--- src/rtl/rwm_pkg.sv ---
package rwm_pkg;

  typedef enum logic [0:0] {
    ST_IDLE = 1'b0,
    ST_WAIT = 1'b1
  } rwm_state_e;

  // Strobes issued by the control FSM to the wait-count datapath.
  typedef struct packed {
    logic cntClear;
    logic cntInc;
  } rwm_strobe_t;

endpackage

--- src/rtl/rwm_datapath.sv ---
module rwm_datapath
  import rwm_pkg::*;
#(
  parameter int WAIT_W      = 8,
  parameter int LIMIT_RESET = 255
) (
  input  logic              clk,
  input  logic              rstN,
  input  logic              readyPin,
  input  logic [WAIT_W-1:0] maxWait,
  input  logic              maxWaitLoad,
  input  rwm_strobe_t       strobe,
  output logic              readySampled,
  output logic              limitHit,
  output logic              limitZero
);

  localparam logic [WAIT_W-1:0] LIMIT_INIT = WAIT_W'(LIMIT_RESET);
  localparam logic [WAIT_W-1:0] ONE        = WAIT_W'(1);
  localparam logic [WAIT_W-1:0] CNT_MAX    = '1;

  logic              readyFall;
  logic [WAIT_W-1:0] limitReg;
  logic [WAIT_W-1:0] waitCnt;

  // Ready pin captured on the falling edge; read by the FSM half a clock later.
  always_ff @(negedge clk or negedge rstN) begin
    if (!rstN) readyFall <= 1'b0;
    else       readyFall <= readyPin;
  end

  assign readySampled = readyFall;

  always_ff @(posedge clk or negedge rstN) begin
    if (!rstN)            limitReg <= LIMIT_INIT;
    else if (maxWaitLoad) limitReg <= maxWait;
  end

  always_ff @(posedge clk or negedge rstN) begin
    if (!rstN)                                   waitCnt <= '0;
    else if (strobe.cntClear)                    waitCnt <= '0;
    else if (strobe.cntInc && waitCnt != CNT_MAX) waitCnt <= waitCnt + ONE;
  end

  assign limitZero = (limitReg == '0);
  assign limitHit  = !limitZero && (waitCnt == limitReg - ONE);

  assert_count_step_R7: assert property (@(posedge clk) disable iff (!rstN)
    (strobe.cntInc && !strobe.cntClear && waitCnt != CNT_MAX) |=> waitCnt == $past(waitCnt) + ONE);

  assert_count_clear_R7: assert property (@(posedge clk) disable iff (!rstN)
    strobe.cntClear |=> waitCnt == '0);

  assert_limit_load_R8: assert property (@(posedge clk) disable iff (!rstN)
    maxWaitLoad |=> limitReg == $past(maxWait));

  assert_strobe_excl_R7: assert property (@(posedge clk) disable iff (!rstN)
    !(strobe.cntInc && strobe.cntClear));

endmodule

--- src/rtl/rwm_control.sv ---
module rwm_control
  import rwm_pkg::*;
(
  input  logic        clk,
  input  logic        rstN,
  input  logic        txnStart,
  input  logic        readyEnable,
  input  logic        clkOutEnable,
  input  logic        clkGateEnable,
  input  logic        errClear,
  input  logic        readySampled,
  input  logic        limitHit,
  input  logic        limitZero,
  output rwm_strobe_t strobe,
  output logic        proceed,
  output logic        hold,
  output logic        abortStrobe,
  output logic        errIrq
);

  rwm_state_e state, stateNext;
  logic       proceedNext, abortNext, errNext;
  logic       gateOn, readyOk;

  assign gateOn  = readyEnable && clkOutEnable && !clkGateEnable;
  assign readyOk = !gateOn || readySampled;

  always_comb begin
    stateNext   = state;
    proceedNext = 1'b0;
    abortNext   = 1'b0;
    strobe      = '0;
    unique case (state)
      ST_IDLE: begin
        if (txnStart) begin
          strobe.cntClear = 1'b1;
          if (readyOk) proceedNext = 1'b1;
          else         stateNext   = ST_WAIT;
        end
      end
      ST_WAIT: begin
        if (readyOk) begin
          stateNext       = ST_IDLE;
          proceedNext     = 1'b1;
          strobe.cntClear = 1'b1;
        end else if (limitHit) begin
          stateNext = ST_IDLE;
          abortNext = 1'b1;
        end else begin
          strobe.cntInc = 1'b1;
        end
      end
      default: stateNext = ST_IDLE;
    endcase
  end

  assign errNext = abortNext || (errIrq && !errClear);

  always_ff @(posedge clk or negedge rstN) begin
    if (!rstN) begin
      state       <= ST_IDLE;
      proceed     <= 1'b0;
      abortStrobe <= 1'b0;
      errIrq      <= 1'b0;
    end else begin
      state       <= stateNext;
      proceed     <= proceedNext;
      abortStrobe <= abortNext;
      errIrq      <= errNext;
    end
  end

  assign hold = (state == ST_WAIT);

  assert_bypass_grant_R2: assert property (@(posedge clk) disable iff (!rstN)
    (!hold && txnStart && !gateOn) |=> (proceed && !hold));

  assert_bypass_release_R2: assert property (@(posedge clk) disable iff (!rstN)
    (hold && !gateOn) |=> (!hold && proceed));

  assert_abort_pulse_R4: assert property (@(posedge clk) disable iff (!rstN)
    abortStrobe |=> !abortStrobe);

  assert_no_timeout_R5: assert property (@(posedge clk) disable iff (!rstN)
    (hold && limitZero) |=> !abortStrobe);

  assert_err_set_R6: assert property (@(posedge clk) disable iff (!rstN)
    abortStrobe |-> errIrq);

  assert_err_sticky_R6: assert property (@(posedge clk) disable iff (!rstN)
    (errIrq && !errClear) |=> errIrq);

  assert_grant_excl_R9: assert property (@(posedge clk) disable iff (!rstN)
    !(proceed && abortStrobe));

  assert_ready_release_R9: assert property (@(posedge clk) disable iff (!rstN)
    (hold && readySampled) |=> (proceed && !hold));

  assert_restart_ignored_R10: assert property (@(posedge clk) disable iff (!rstN)
    (hold && txnStart && !readyOk && !limitHit) |=> hold);

endmodule

--- src/rtl/ready_wait_monitor.sv ---
module ready_wait_monitor
  import rwm_pkg::*;
#(
  parameter int WAIT_W      = 8,
  parameter int LIMIT_RESET = 255
) (
  input  logic              clk,
  input  logic              rstN,
  input  logic              txnStart,
  input  logic              readyPin,
  input  logic              readyEnable,
  input  logic              clkOutEnable,
  input  logic              clkGateEnable,
  input  logic [WAIT_W-1:0] maxWait,
  input  logic              maxWaitLoad,
  input  logic              errClear,
  output logic              proceed,
  output logic              hold,
  output logic              abortStrobe,
  output logic              errIrq
);

  rwm_strobe_t strobe;
  logic        readySampled, limitHit, limitZero;

  rwm_datapath #(
    .WAIT_W      (WAIT_W),
    .LIMIT_RESET (LIMIT_RESET)
  ) uDatapath (
    .clk          (clk),
    .rstN         (rstN),
    .readyPin     (readyPin),
    .maxWait      (maxWait),
    .maxWaitLoad  (maxWaitLoad),
    .strobe       (strobe),
    .readySampled (readySampled),
    .limitHit     (limitHit),
    .limitZero    (limitZero)
  );

  rwm_control uControl (
    .clk           (clk),
    .rstN          (rstN),
    .txnStart      (txnStart),
    .readyEnable   (readyEnable),
    .clkOutEnable  (clkOutEnable),
    .clkGateEnable (clkGateEnable),
    .errClear      (errClear),
    .readySampled  (readySampled),
    .limitHit      (limitHit),
    .limitZero     (limitZero),
    .strobe        (strobe),
    .proceed       (proceed),
    .hold          (hold),
    .abortStrobe   (abortStrobe),
    .errIrq        (errIrq)
  );

endmodule

--- config.mk ---
export PLATFORM = sky130hd
export DESIGN_NAME = ready_wait_monitor
export DESIGN_NICKNAME = d
export VERILOG_FILES = /design/src/rtl/rwm_pkg.sv /design/src/rtl/rwm_datapath.sv /design/src/rtl/rwm_control.sv /design/src/rtl/ready_wait_monitor.sv
export SDC_FILE = /design/constraint.sdc
export NUM_CORES = 1
export LEC_CHECK = 0
export BUFFER_PORTS_ARGS = -buffer_cell sky130_fd_sc_hd__buf_4
export CORE_UTILIZATION = 50
export DETAILED_ROUTE_END_ITERATION = 12
export PLACE_DENSITY = 0.68
export SETUP_SLACK_MARGIN = 0.3
export SYNTH_ARGS = -nofsm -noshare
export SYNTH_HDL_FRONTEND = slang
export SYNTH_SLANG_ARGS = --single-unit
export TNS_END_PERCENT = 50
--- constraint.sdc ---
create_clock -name clk -period 2.8 [get_ports clk]
set_clock_uncertainty 0.05 [all_clocks]
set_input_delay 0.42 -clock clk [delete_from_list [all_inputs] [get_ports clk]]
set_output_delay 0.42 -clock clk [all_outputs]
set_load 0.1 [all_outputs]
==> metrics.yaml <==
finish:
  drive_gt1_frac: 0.483
  area_growth_pct: 24.7
  diodes: 0
  final_common_cell: "buf_4"
  post-route-util: 0.680
  stdcell_area_mm2: 0.00153
  multi_input_area_um2: 744
  fillers: 186
  final_cells: 171
  final_cell_mix: "buf_4, dfrtp_1, dfstp_2"
  nNetsFinal: 163
  seqCellArea_um2: 536
detailed_routing:
  num_vias: 1001
  initialDrtViolationCount: 18
  viasPerCell: 5.85
  ant_nets: 0
  routed_wl_um: 2640
  wl_per_cell_um: 15.5
  drt_pass1_iterations: 4
  drc: 0
synth:
  synth-async-reset-ratio: 1.00
  synth_cell_types: 39
  syn_area_mm2: 0.00123
  ys_warn_count: 0
  ys_seq_elements: 21
  synthesis.instances: 117
  syn_nets: 136
  yosys_most_used_dff: "dfrtp_1"
  syn_avg_cell_area_um2: 10.5
  synth-seq-area-share: 0.435
  synth_edf_count: 0
power_and_ir_drop:
  combPwrFrac: 0.175
  netSwitchingPower_w: 0.000174
  power.internal_w: 0.000434
  p_per_area_mw_per_mm2: 396
  leakage_nw: 0.601
  clockPowerShare: 0.254
  switching_share: 0.286
  p_seq_frac: 0.571
  peakVddDrop_mv: 0.346
flow_run:
  cap_violations: 0
floorplan:
  num_rows: 17
  die_y_um: 51.6
  dieArea_mm2: 0.00266
  ioPinCount: 21
  fp.dieW_um: 51.6
  start_util: 0.546
  core_area_mm2: 0.00225
cts:
  worstSkewPairLatency_ns: 0.31
  cts_tree: "yes"
  h-tree-depth: 1
  cts_num_sinks: 21
  clkTransAtPathRegs_ns: 0.13
  cts_setup_buffers: 0
  clock_path_buffers: 2
  cts_made_buffers: 3
  clock-root-buffer: "clkbuf_4"
timing:
  report.final.slew_viol_count: 0
  timing.final.ws_setup_ns: -0.190
  worst_slew_pin_slew_ns: 0.551
  finalHoldViolations: 0
  slew_headroom: 0.633
  setup_viol: 8
  hold_slack_ns: 0.0369
  grt_setup_unrepaired: "yes"
critical_path:
  cp_slowest_cell: "or4_4"
  worstPathCellList: "nor3_2 -> nand2_2 -> a31o_4 -> or4_4 -> a21oi_2"
  critPathCaptureType: "flip-flop"
  r2r_cells: 5
  crit_type: "flip-flop to flip-flop"
  startpoint_type: "flip-flop"
  arrival_ns: 3.19
  worstPathRequired_ns: 3.00
  path_max_fanout: 6
  critPathMaxStageDelay_ns: 0.42
global_route:
  antenna_found_initial: 0
  first_global_vias: 969
  grt_use_total: 0.232
  grt_start_max_net_pins: 21
  grt.overflow.total: 0
  grt_pass1_wl_um: 4460
status:
  failed_checks: "negative setup slack"
  status: "finished, violations left"
placement:
  dpl_cell_area_mm2: 0.00143
  place_congestion: 0.768
  port_buffers: 20
  dp_cells: 166
  preCtsSetupSlack_ns: -0.184
  hpwlAfterDp_um: 1860
hold_path:
  hold_class: "primary input to asynchronous set/reset pin"
==> metrics by stage <==
stage,power [W],setup TNS (ns)
after global routing,0.000634,-1.45
after CTS,0.000611,-0.747
final,0.000607,-0.823
after global placement,0.000453,-0.564
after floorplan,0.000417,-1.70
after detailed placement,0.000457,-0.838
==> sequential cells by signal (all words and copies together) (netlist names) <==
name                    cells
uDatapath.limitReg          8
uControl.abortStrobe        1
uDatapath.waitCnt           8
uDatapath.readySampled      1
uControl.proceed            1
uControl.hold               1
uControl.errIrq             1
==> critical path: cells and delay by family (launching register included) <==
family / cells / cell delay [ns]
DFF: 1 / 0.36
and+or+nand+nor: 3 / 0.74
AOI/OAI and AO/OA: 2 / 0.39
==> metal layers <==
layer	track usage	up-vias	wire length, µm
li1	-	493	-
met1	0.324	490	1310
met2	0.366	18	1260
met3	0.0351	0	68
met4	0.0811	0	0
met5	0	-	0
==> cells by family after synthesis <==
group / count (synthesis) / synth area share
buffers and inverters: 6 / 0.0275
adder cells (fa/ha/maj): 2 / 0.0203
XOR/XNOR: 7 / 0.0560
AND/OR/NAND/NOR: 47 / 0.229
AO/OA/AOI/OAI: 25 / 0.153
flip-flops: 21 / 0.435
multiplexers: 9 / 0.0793
==> timing repair <==
action / 4_1_cts / 5_1_grt
resized for setup: 5 / 10
gates cloned: 1 / 0
setup endpoints to repair: 8 / 9
hold buffers: 0 / 0
pin swaps: 3 / 5
==> power by group through the flow <==
stage | clock (W) | sequential, W | combinational (W)
6_report | 0.000154 | 0.000347 | 0.000106
5_1_grt | 0.000166 | 0.000350 | 0.000117
4_1_cts | 0.000158 | 0.000346 | 0.000106
3_5_place_dp | 0 | 0.000352 | 0.000105
3_3_place_gp | 0 | 0.000350 | 0.000103
2_1_floorplan | 0 | 0.000355 | 0.0000612
==> Yosys cell counts, types with 2 or more instances <==
| cell type | count | share of area |
|---|---|---|
| o21ai_0 | 6 | 0.024 |
| mux2_2 | 6 | 0.055 |
| a21oi_1 | 8 | 0.033 |
| ha_1 | 2 | 0.020 |
| nor4_1 | 2 | 0.010 |
| dfrtp_1 | 12 | 0.24 |
| xnor2_1 | 6 | 0.043 |
| mux2i_1 | 3 | 0.024 |
| inv_1 | 3 | 0.0092 |
| or3_1 | 2 | 0.010 |
| dfstp_2 | 8 | 0.17 |
| nand3_1 | 7 | 0.028 |
| and2b_2 | 2 | 0.014 |
| nor2_1 | 5 | 0.015 |
| nand3b_1 | 3 | 0.018 |
| nand2_1 | 8 | 0.024 |
| o31ai_1 | 3 | 0.018 |
| nor3_1 | 5 | 0.020 |
| or4_1 | 3 | 0.018 |
| and3_1 | 2 | 0.010 |
| nor3b_1 | 3 | 0.018 |
==> final cells by class <==
cell class,instances,share of cell area
Clock buffer,3,0.0147
Timing Repair Buffer,24,0.117
Inverter,3,0.00734
Tap cell,28,0.0228
Multi-Input combinational cell,91,0.485
Clock inverter,1,0.00326
Sequential cell,21,0.349
==> worst paths after layout <==
check,startpoint,end,slack (ns)
worst max register to register,uDatapath.readySampled,uDatapath.waitCnt[3],-0.19
worst min register to register,uDatapath.limitReg[1],uDatapath.limitReg[1],0.51
worst max-delay path,uDatapath.readySampled,uDatapath.waitCnt[3],-0.19
max in group asynchronous,rstN,uDatapath.readySampled,1.45
worst min-delay path,rstN,uDatapath.waitCnt[3],0.04
min in group clk,errClear,uControl.errIrq,0.23
(Power assumes the default switching activity.)
